File: src/rtl/epg_pkg.sv
// Package: shared types for the energy pulse-rate generator.
// Assumes: nothing beyond IEEE 1800-2017.
package epg_pkg;

    // Pulse sequencer phases: wait, settle direction, drive high, hold low.
    typedef enum logic [1:0] {
        EM_IDLE  = 2'd0,
        EM_SETUP = 2'd1,
        EM_HIGH  = 2'd2,
        EM_LOW   = 2'd3
    } emit_state_e;

endpackage

File: src/rtl/epg_accum.sv
// Module: epg_accum
// Multiplies each strobed signed sample by the unsigned rate word and adds
// the product to a signed accumulator. It splits the sum into whole quanta
// (truncated toward zero) and a signed remainder, which it keeps.
// Assumes: the quantum is 2^(SAMPLE_W-1+RATE_FRAC), and BURST_W is wide
// enough for the largest whole-quanta count of one sample.
module epg_accum #(
    parameter int SAMPLE_W  = 24,
    parameter int RATE_W    = 16,
    parameter int RATE_FRAC = 12,
    parameter int BURST_W   = 6
) (
    input  logic                       clk,
    input  logic                       rst_n,
    input  logic                       strobe_i,
    input  logic signed [SAMPLE_W-1:0] sample_i,
    input  logic        [RATE_W-1:0]   rate_i,
    output logic signed [BURST_W-1:0]  burst_o,
    output logic                       burst_vld_o
);

    localparam int QSH    = SAMPLE_W - 1 + RATE_FRAC;
    localparam int PROD_W = SAMPLE_W + RATE_W + 1;
    localparam int ACC_W  = PROD_W + 1;
    localparam logic [ACC_W-1:0] FRAC_MASK = (ACC_W'(1) << QSH) - ACC_W'(1);

    logic signed [ACC_W-1:0]   acc_q;
    logic signed [PROD_W-1:0]  prod;
    logic signed [ACC_W-1:0]   sum;
    logic        [ACC_W-1:0]   mag;
    logic        [ACC_W-1:0]   frac;
    logic        [BURST_W-1:0] bmag;
    logic signed [ACC_W-1:0]   rem_s;
    logic signed [BURST_W-1:0] nburst;

    // Form the product and the new sum, then split it into quanta and remainder.
    always_comb begin
        prod   = sample_i * $signed({1'b0, rate_i});
        sum    = acc_q + {{(ACC_W-PROD_W){prod[PROD_W-1]}}, prod};
        mag    = sum[ACC_W-1] ? $unsigned(-sum) : $unsigned(sum);
        bmag   = BURST_W'(mag >> QSH);
        frac   = mag & FRAC_MASK;
        rem_s  = sum[ACC_W-1] ? -$signed(frac) : $signed(frac);
        nburst = sum[ACC_W-1] ? -$signed(bmag) : $signed(bmag);
    end

    // Register the remainder and publish the burst count for one clock.
    always_ff @(posedge clk) begin
        if (!rst_n) begin
            acc_q       <= '0;
            burst_o     <= '0;
            burst_vld_o <= 1'b0;
        end else if (strobe_i) begin
            acc_q       <= rem_s;
            burst_o     <= nburst;
            burst_vld_o <= 1'b1;
        end else begin
            burst_vld_o <= 1'b0;
        end
    end

    logic [ACC_W-1:0] acc_abs;
    // Magnitude of the stored remainder, for the bound check below.
    always_comb acc_abs = acc_q[ACC_W-1] ? $unsigned(-acc_q) : $unsigned(acc_q);


    rem_bound_chk: assert property (@(posedge clk) disable iff (!rst_n)
        (acc_abs >> QSH) == '0);


    idle_hold_chk: assert property (@(posedge clk) disable iff (!rst_n)
        !strobe_i |=> ($stable(acc_q) && !burst_vld_o));

endmodule

File: src/rtl/epg_pend.sv
// Module: epg_pend
// Keeps the signed net count of pulses still to be emitted. Each new burst
// is added, each consumed pulse moves the count one step toward zero, and
// the result saturates at +/-(2^(PEND_W-1)-1).
// Assumes: consume_i is only asserted while the count is non-zero.
module epg_pend #(
    parameter int BURST_W = 6,
    parameter int PEND_W  = 8
) (
    input  logic                      clk,
    input  logic                      rst_n,
    input  logic signed [BURST_W-1:0] burst_i,
    input  logic                      burst_vld_i,
    input  logic                      consume_i,
    output logic signed [PEND_W-1:0]  pend_o
);

    localparam int SUM_W = ((PEND_W > BURST_W) ? PEND_W : BURST_W) + 2;
    localparam logic signed [SUM_W-1:0] PMAX = SUM_W'((1 << (PEND_W-1)) - 1);
    localparam logic signed [SUM_W-1:0] PMIN = -PMAX;

    logic signed [SUM_W-1:0] add_v;
    logic signed [SUM_W-1:0] dec_v;
    logic signed [SUM_W-1:0] next_v;
    logic signed [SUM_W-1:0] clip_v;

    // Combine the new burst and the consumed pulse, then clamp.
    always_comb begin
        add_v  = burst_vld_i ? SUM_W'(burst_i) : '0;
        dec_v  = consume_i ? (pend_o[PEND_W-1] ? -SUM_W'(1) : SUM_W'(1)) : '0;
        next_v = SUM_W'(pend_o) + add_v - dec_v;
        if (next_v > PMAX)      clip_v = PMAX;
        else if (next_v < PMIN) clip_v = PMIN;
        else                    clip_v = next_v;
    end

    // Hold the pending count.
    always_ff @(posedge clk) begin
        if (!rst_n) pend_o <= '0;
        else        pend_o <= PEND_W'(clip_v);
    end


    pend_bound_chk: assert property (@(posedge clk) disable iff (!rst_n)
        (SUM_W'(pend_o) <= PMAX) && (SUM_W'(pend_o) >= PMIN));


    sat_hold_chk: assert property (@(posedge clk) disable iff (!rst_n)
        (SUM_W'(pend_o) == PMAX && burst_vld_i && burst_i > 0 && !consume_i)
        |=> (SUM_W'(pend_o) == PMAX));

endmodule

File: src/rtl/epg_emit.sv
// Module: epg_emit
// Sequences pulses out of the pending count. In the normal mode it latches
// the direction, waits one clock, drives the pulse high for PULSE_HI clocks
// and then low for PULSE_LO clocks. In the alternating mode it inverts one
// of two toggle registers per pulse, taking them in turn.
// Assumes: PULSE_HI >= 1, PULSE_LO >= 1, and the mode changes only while
// no pulse is in flight.
module epg_emit
    import epg_pkg::*;
#(
    parameter int PULSE_HI = 4,
    parameter int PULSE_LO = 4,
    parameter int PEND_W   = 8
) (
    input  logic                     clk,
    input  logic                     rst_n,
    input  logic                     alt_mode_i,
    input  logic signed [PEND_W-1:0] pend_i,
    output logic                     consume_o,
    output logic                     eout_o,
    output logic                     dir_o
);

    localparam int CNT_MAX = (PULSE_HI > PULSE_LO) ? PULSE_HI : PULSE_LO;
    localparam int CNT_W   = $clog2(CNT_MAX + 1);
    localparam logic [CNT_W-1:0] HI_LAST = CNT_W'(PULSE_HI - 1);
    localparam logic [CNT_W-1:0] LO_LAST = CNT_W'(PULSE_LO - 1);

    emit_state_e      state_q;
    logic [CNT_W-1:0] cnt_q;
    logic             dir_q;
    logic             tog_e_q;
    logic             tog_d_q;
    logic             sel_q;
    logic             pend_nz;
    logic             pend_neg;

    // Decode the pending count and decide whether the pulse may start.
    always_comb begin
        pend_nz   = (pend_i != '0);
        pend_neg  = pend_i[PEND_W-1];
        consume_o = (state_q == EM_SETUP) && pend_nz && (pend_neg == dir_q);
    end

    // Advance the pulse sequencer and the toggle registers.
    always_ff @(posedge clk) begin
        if (!rst_n) begin
            state_q <= EM_IDLE;
            cnt_q   <= '0;
            dir_q   <= 1'b0;
            tog_e_q <= 1'b0;
            tog_d_q <= 1'b0;
            sel_q   <= 1'b0;
        end else begin
            case (state_q)
                EM_IDLE: begin
                    if (pend_nz) begin
                        dir_q   <= pend_neg;
                        state_q <= EM_SETUP;
                    end
                end
                EM_SETUP: begin
                    if (consume_o) begin
                        state_q <= EM_HIGH;
                        cnt_q   <= '0;
                        if (alt_mode_i) begin
                            if (sel_q) tog_d_q <= ~tog_d_q;
                            else       tog_e_q <= ~tog_e_q;
                            sel_q <= ~sel_q;
                        end
                    end else begin
                        state_q <= EM_IDLE;
                    end
                end
                EM_HIGH: begin
                    if (cnt_q == HI_LAST) begin
                        state_q <= EM_LOW;
                        cnt_q   <= '0;
                    end else begin
                        cnt_q <= cnt_q + 1'b1;
                    end
                end
                default: begin
                    if (cnt_q == LO_LAST) state_q <= EM_IDLE;
                    else                  cnt_q   <= cnt_q + 1'b1;
                end
            endcase
        end
    end

    // Select the pin drivers for the active mode.
    always_comb begin
        eout_o = alt_mode_i ? tog_e_q : (state_q == EM_HIGH);
        dir_o  = alt_mode_i ? tog_d_q : dir_q;
    end


    hi_len_chk: assert property (@(posedge clk) disable iff (!rst_n)
        (state_q == EM_HIGH && cnt_q == HI_LAST) |=> (state_q == EM_LOW));


    lo_len_chk: assert property (@(posedge clk) disable iff (!rst_n)
        (state_q == EM_LOW && cnt_q != LO_LAST) |=> (state_q == EM_LOW));


    dir_setup_chk: assert property (@(posedge clk) disable iff (!rst_n)
        (!alt_mode_i && $stable(alt_mode_i) && $rose(eout_o)) |-> $stable(dir_o));


    dir_hold_chk: assert property (@(posedge clk) disable iff (!rst_n)
        (!alt_mode_i && eout_o) |=> (!eout_o || $stable(dir_o)));


    alt_one_pin_chk: assert property (@(posedge clk) disable iff (!rst_n)
        (alt_mode_i && $stable(alt_mode_i))
        |-> ($countones({eout_o ^ $past(eout_o), dir_o ^ $past(dir_o)}) <= 1));

endmodule

File: src/rtl/energy_pulse_gen.sv
// Module: energy_pulse_gen
// Top level: accumulator, net pending count and pulse sequencer in a chain.
// The first pulse appears three clocks after the strobe edge.
// Assumes: one strobe per sample period, and the rate and mode are held
// stable while pulses are in flight.
module energy_pulse_gen #(
    parameter int SAMPLE_W  = 24,
    parameter int RATE_W    = 16,
    parameter int RATE_FRAC = 12,
    parameter int PEND_W    = 8,
    parameter int PULSE_HI  = 4,
    parameter int PULSE_LO  = 4
) (
    input  logic                clk,
    input  logic                rst_n,
    input  logic                smp_stb_i,
    input  logic [SAMPLE_W-1:0] smp_energy_i,
    input  logic [RATE_W-1:0]   rate_i,
    input  logic                alt_mode_i,
    output logic                epulse_o,
    output logic                edir_o
);

    localparam int BURST_W = RATE_W - RATE_FRAC + 2;

    logic signed [BURST_W-1:0] burst;
    logic                      burst_vld;
    logic signed [PEND_W-1:0]  pend;
    logic                      consume;

    epg_accum #(
        .SAMPLE_W (SAMPLE_W),
        .RATE_W   (RATE_W),
        .RATE_FRAC(RATE_FRAC),
        .BURST_W  (BURST_W)
    ) accum_i (
        .clk        (clk),
        .rst_n      (rst_n),
        .strobe_i   (smp_stb_i),
        .sample_i   ($signed(smp_energy_i)),
        .rate_i     (rate_i),
        .burst_o    (burst),
        .burst_vld_o(burst_vld)
    );

    epg_pend #(
        .BURST_W(BURST_W),
        .PEND_W (PEND_W)
    ) pend_i (
        .clk        (clk),
        .rst_n      (rst_n),
        .burst_i    (burst),
        .burst_vld_i(burst_vld),
        .consume_i  (consume),
        .pend_o     (pend)
    );

    epg_emit #(
        .PULSE_HI(PULSE_HI),
        .PULSE_LO(PULSE_LO),
        .PEND_W  (PEND_W)
    ) emit_i (
        .clk       (clk),
        .rst_n     (rst_n),
        .alt_mode_i(alt_mode_i),
        .pend_i    (pend),
        .consume_o (consume),
        .eout_o    (epulse_o),
        .dir_o     (edir_o)
    );


    rst_idle_chk: assert property (@(posedge clk)
        !rst_n |=> (!epulse_o && !edir_o));

endmodule

File: config.mk
export PLATFORM = sky130hd
export DESIGN_NAME = energy_pulse_gen
export DESIGN_NICKNAME = d
export VERILOG_FILES = /design/src/rtl/epg_pkg.sv /design/src/rtl/epg_accum.sv /design/src/rtl/epg_pend.sv /design/src/rtl/epg_emit.sv /design/src/rtl/energy_pulse_gen.sv
export SDC_FILE = /design/constraint.sdc
export NUM_CORES = 1
export LEC_CHECK = 0
export BUFFER_PORTS_ARGS = -buffer_cell sky130_fd_sc_hd__clkbuf_2
export CORE_AREA = 10 10 255 281
export DETAILED_ROUTE_END_ITERATION = 8
export DIE_AREA = 0 0 265 291
export PLACE_DENSITY_LB_ADDON = 0.15
export SYNTH_ARGS = -nofsm -noshare
export SYNTH_HDL_FRONTEND = slang
export SYNTH_SLANG_ARGS = --single-unit
File: constraint.sdc
create_clock -name clk -period 9.3 [get_ports clk]
set_input_delay 0.465 -clock clk [delete_from_list [all_inputs] [get_ports clk]]
set_output_delay 0.465 -clock clk [all_outputs]
set_load 0.01 [all_outputs]
Word level (Yosys, flattened, before mapping)
Cells that the tools add are included.

storage, ports and cells
  bits in registers = 66
  input bits = 44
  output and inout bits = 2
  logic and storage cells = 66

cells by class
  add/subtract/negate cells = 7
  multiply operators = 1
  order comparisons = 2
  equal/unequal tests = 8
  mux-type cells = 20
  bitwise gates (word level) = 5
  reduce and logical (&&, ||, !) cells = 12

operators by type and width
  cell                                                          number
  adder 42 bit                                                  1
  2-to-1 mux 42 bit                                             1
  negation 35 -> 42 bit                                         1
  multiplier 24 x 17 -> 41 bit                                  1
  2-to-1 mux 41 bit                                             1
  negation 41 bit                                               1
  2-to-1 mux 10 bit                                             3
  adder 8 x 10 -> 10 bit                                        1
  > comparator 10 x 8 -> 1 bit (second input constant)          1
  less-than comparator 10 x 8 -> 1 bit (second input constant)  1
  subtractor 10 bit                                             1
  2-to-1 mux 3 bit                                              3
  one-hot mux 3 bit (3 select lines)                            1
  AND reduction 3 bit                                           3
  2-to-1 mux 2 bit                                              4
  2-to-1 mux 8 bit                                              1
  AND reduction 4 bit                                           2
  nonzero test 8 bit                                            1
  2-to-1 mux 7 bit                                              1
  2-to-1 mux 6 bit                                              1
  negation 6 bit                                                1
  one-hot mux 2 bit (3 select lines)                            1
  NOT 1 bit                                                     5
  != test 2 x 1 -> 1 bit (second input constant)                2
  other kinds (13)                                              16

Longest topological paths before layout
  depth after elaboration = 8
  gate-level depth with buffers = 44
  mapped depth without buffers = 41

Modules after synthesis
A second synthesis with hierarchy kept.

unflattened totals
  cell total of the unflattened synthesis = 2737
  area, all modules = 22609.2 µm²

by module, submodules not included
  module     times used  cells an instance  area an instance (µm²)  sequential area each (µm²)
  epg_accum  1           2559               21025.2                 980.9
  epg_pend   1           109                942.2                   160.2
  epg_emit   1           69                 641.9                   180.2

Least setup slack after synthesis
Ideal clock, no wire load.

  path kind = input port to flip-flop
  from = input rate_i[2]
  to = register accum_i.acc_q[24]
  library setup time = 0.116 ns
  arrival = 10.033 ns
  data required time = 9.184 ns
  setup slack = -0.849 ns
  stages on the path = 41
  path buffers = 3
  cell sequence = clkbuf_1 > nand2_1 > fa_1 > fa_1 > fa_1 > inv_1 > fa_1 > fa_1 > inv_1 > fa_1 > inv_1 > ha_1 > a21oi_1 > o21ai_0 > a221oi_1 > o21ai_0 > o31ai_1 > o31ai_1 > (+5 left out) > xnor2_1 > ha_1 > clkbuf_1 > and4_1 > and4_1 > nand3_1 > o32a_1 > a31oi_1 > a221oi_2 > xnor3_1 > buf_4 > a21oi_1 > a41oi_1 > or4_1 > a2111oi_0 > a32oi_1 > mux2i_1 > nor2_1

on the way
  word-level cells in the longest chain between the ends = 6

RTL lines
  item                            line                    text
  start: declaration              energy_pulse_gen.sv:18  input logic [RATE_W-1:0] rate_i,
  multiplier 24 x 17 -> 41 bit *  epg_accum.sv:38         prod = sample_i * $signed({1'b0, rate_i});
  adder 42 bit *                  epg_accum.sv:39         sum = acc_q + {{(ACC_W-PROD_W){prod[PROD_W-1]}}, prod};
  negation 41 bit                 epg_accum.sv:40         mag = sum[ACC_W-1] ? $unsigned(-sum) : $unsigned(sum);
  2-to-1 mux 41 bit               epg_accum.sv:40
  negation 35 -> 42 bit           epg_accum.sv:43         rem_s = sum[ACC_W-1] ? -$signed(frac) : $signed(frac);
  2-to-1 mux 42 bit *             epg_accum.sv:43
  end signal: assignment          epg_accum.sv:54         acc_q <= rem_s;
  end: declaration                epg_accum.sv:27         logic signed [ACC_W-1:0] acc_q;

Every way passes the cells marked *; elsewhere a longest branch is shown, timed or not.
A chain may end at the register's enable or synchronous reset.

Worst setup path in the final report
  from = input smp_energy_i[8]
  to = register accum_i.acc_q[34]

on the way
  word-level cells in the longest chain between the ends = 6

RTL lines
  item                            line                    text
  start: declaration              energy_pulse_gen.sv:17  input logic [SAMPLE_W-1:0] smp_energy_i,
  multiplier 24 x 17 -> 41 bit *  epg_accum.sv:38
  adder 42 bit *                  epg_accum.sv:39
  negation 41 bit                 epg_accum.sv:40
  2-to-1 mux 41 bit               epg_accum.sv:40
  negation 35 -> 42 bit           epg_accum.sv:43
  2-to-1 mux 42 bit *             epg_accum.sv:43

Marks and branches as above.

==> flow_summary.toml <==
[yosys]
ys_ff_latch = 66
avgSynthCellArea_um2 = 8.13
syn_area_um2 = 22800
synthArstFlopShare_pct = 0
synth_edf_count = 0
yosys_most_used_dff = "dfxtp_1"
ys_seq_area_share_pct = 5.80
synth.distinct_cells = 102
ys_warn_count = 0
syn_inst = 2804
synth.net_count = 3395

[timing]
max_slew_margin_pct = 24.1
drv_slew = 0
rsz0062_at_grt = "true"
hold-worst-slack_ps = 468
worst_slew_pin_slew_ps = 1130
min_period_ps = 9610
worst_clock_skew_ps = 14.7
finalSetupViolCount = 37
setup_slack_ps = -309
fin_crit_sh_pct = 103
max_freq_mhz = 104
finalHoldViolations = 0

[status]
status = "finished with violations"
violations = "setup timing"

[setup_path]
path_max_fanout = 5
arrival_ps = 9840
crit_top_cell = "fa_1"
r2r_slack_ps = 3410
cpPeakStageDelay_ps = 550
cp-startpoint = "smp_energy_i[8]"
r2r_cells = 18
rr_endpoint = "accum_i.acc_q[34]"
critPathLaunchType = "input port"
r2r_start = "accum_i.acc_q[0]"
endpoint_kind = "register"
endpoint = "accum_i.acc_q[34]"
critPathKind = "in2reg"
crit_required_ps = 9530
cp_slowest_cell = "fa_1"

[final_layout]
diodes = 0
nFillCells = 6604
final_util_pct = 44.7
nets = 3846
area_growth_pct = 29.2
layout.cells.non_filler = 4118
register_area_um2 = 1320
finalInstanceArea_um2 = 29500
drive_gt1_share_pct = 24.4
multi_input_area_um2 = 20100

[drt]
num_vias = 20700
drtIter0Drc = 834
routedWlPerCell_um = 16.2
wirelength_um = 66700
drc = 0
viasPerCell = 5.02
antenna_left = 0
firstDrtPassIters = 5

[floorplanning]
dieHeight_um = 291
dieArea_um2 = 77100
core_region_area_um2 = 65900
initial_core_util_pct = 34.6
ios = 46
row_count = 99
die_w_um = 265

[clock_tree]
numClockSinks = 66
clockRootBuffer = "clkbuf_16"
clk_latency_ps = 360
path_clk_slew_ps = 60
cts.htree.levels = 3
cts_buffers = 9
ctsHoldBuffers = 0
clock_tree.buffer_depth = 2
cts_tree = "yes"

[global_route]
grt_usage_pct = 17.3
antenna_found_initial = 0
grt_pass1_wl_um = 111000
grt_pass1_vias = 21800
grt_max_degree = 82
grt-ovfl-total = 0

[placement]
placed_area_um2 = 27200
dp_cells = 4028
io_buffers = 45
place_congestion = 0.877
hpwlAfterDp_um = 56600

[min_path]
hold_path.class = "reg2reg"

[job]
max-cap-violations = 0
==> worst min path at each step <==
| stage | cells past startpoint | to | startpoint |
|---|---|---|---|
| after floorplan | 2 | accum_i.acc_q[19] | accum_i.acc_q[19] |
| after global placement | 1 | accum_i.acc_q[40] | accum_i.acc_q[40] |
| after detailed placement | 1 | accum_i.acc_q[40] | accum_i.acc_q[40] |
| after CTS | 1 | accum_i.acc_q[40] | accum_i.acc_q[40] |
| after global routing | 1 | accum_i.acc_q[39] | accum_i.acc_q[39] |
| final | 1 | accum_i.acc_q[40] | accum_i.acc_q[40] |
==> state kept, by name (all words and copies together), names as in the netlist <==
| signal | cells |
|---|---|
| emit_i.dir_q | 1 |
| emit_i.state_q | 2 |
| emit_i.tog_d_q | 1 |
| emit_i.cnt_q | 3 |
| accum_i.burst_vld_o | 1 |
| accum_i.burst_o | 6 |
| accum_i.acc_q | 42 |
| emit_i.tog_e_q | 1 |
| emit_i.sel_q | 1 |
| pend_i.pend_o | 8 |
==> cells in the mapped netlist, types with 6 or more instances <==
| cell type | instances | area share (%) |
|---|---|---|
| nor3b_1 | 6 | 0.20 |
| nand4_1 | 22 | 0.60 |
| nand2b_1 | 22 | 0.60 |
| or2_2 | 8 | 0.22 |
| nand3_1 | 49 | 1.1 |
| nor4_1 | 15 | 0.41 |
| a21oi_1 | 109 | 2.4 |
| o21bai_1 | 13 | 0.43 |
| xnor2_1 | 79 | 3.0 |
| o31a_1 | 6 | 0.23 |
| dfxtp_1 | 66 | 5.8 |
| o31ai_1 | 8 | 0.26 |
| nor2b_1 | 20 | 0.55 |
| clkbuf_1 | 98 | 1.6 |
| inv_1 | 540 | 8.9 |
| and3_1 | 14 | 0.38 |
| mux2i_1 | 29 | 1.3 |
| a211o_1 | 11 | 0.42 |
| ha_1 | 161 | 8.8 |
| o2111ai_1 | 6 | 0.23 |
| buf_2 | 10 | 0.22 |
| o21ai_0 | 79 | 1.7 |
| o21a_1 | 19 | 0.63 |
| nor3_1 | 38 | 0.83 |
| fa_1 | 386 | 34 |
| a21o_1 | 40 | 1.3 |
| nor2_1 | 148 | 2.4 |
| o21ai_1 | 9 | 0.20 |
| o211ai_1 | 16 | 0.53 |
| or3_1 | 18 | 0.49 |
| xor2_1 | 36 | 1.4 |
| and4_1 | 12 | 0.46 |
| a31oi_1 | 17 | 0.47 |
| nand2_1 | 347 | 5.7 |
| a211oi_1 | 32 | 1.1 |
| or4_1 | 8 | 0.26 |
| o211a_1 | 7 | 0.31 |
| and2_1 | 170 | 4.7 |
==> area by class of cell <==
| type | instances | share of cell area [%] |
|---|---|---|
| clock buffer | 10 | 0.811 |
| clock inverter | 6 | 0.382 |
| inverter | 541 | 6.89 |
| multi-input combinational | 2084 | 68.2 |
| sequential | 66 | 4.49 |
| tap | 858 | 3.64 |
| timing repair buffer | 553 | 15.6 |
==> placed cells by master, fill, tap and decap left out, drive strengths merged, types with 12 or more instances in the layout <==
master and instances:
buf 515, nor3 43, o211ai 16, o21bai 14, a31oi 17, inv 542
or3 19, nand3 50, o21ai 88, and2 170, nand2b 22, xnor2 80
nand4 22, dfxtp 66, o21a 19, and4 12, a211oi 35, clkbuf 48
a21o 40, nor2b 20, a21oi 110, mux2i 29, nand2 348, and3 14
nor4 20, nor2 148, ha 161, fa 386, xor2 36
==> worst max-delay path: cells and delay by family <==
family	cells	cell delay, ps
buffers and inverters	11	1170
muxes	1	210
AOI/OAI and AO/OA	17	3420
and+or+nand+nor	3	450
xor gates and xnor gates	2	600
adders and majority gates	8	3490
==> metrics by stage <==
step | TNS (ps) | worst slack (ps)
2_1_floorplan | -439 | -172
3_3_place_gp | -32780 | -934
3_5_place_dp | -35320 | -982
4_1_cts | -3210 | -222
5_1_grt | -22770 | -699
6_report | -6450 | -309
==> logic make-up after synthesis <==
logic type / count (synthesis) / synth area share (%)
fa+ha+maj: 547 / 42.7
mux: 34 / 1.52
buf+inv: 655 / 11.0
flops: 66 / 5.80
compound gates: 454 / 13.8
simple gates: 930 / 20.5
xor+xnor: 118 / 4.69
==> metal layers <==
metal	track usage (%)	wire [um]
met4	3.86	1280
met1	20.8	27700
met5	0	0
met3	1.18	1460
met2	33.0	36300
==> timing repair <==
action | in CTS | in global routing
setup endpoints to repair | 42 | 45
setup buffers | 44 | 30
pin swaps | 83 | 106
gates cloned | 2 | 1
resized for setup | 132 | 162
Power is left out: the tool's default activity adds up to more than one toggle a clock period on the data nets, which glitch-free logic cannot reach.
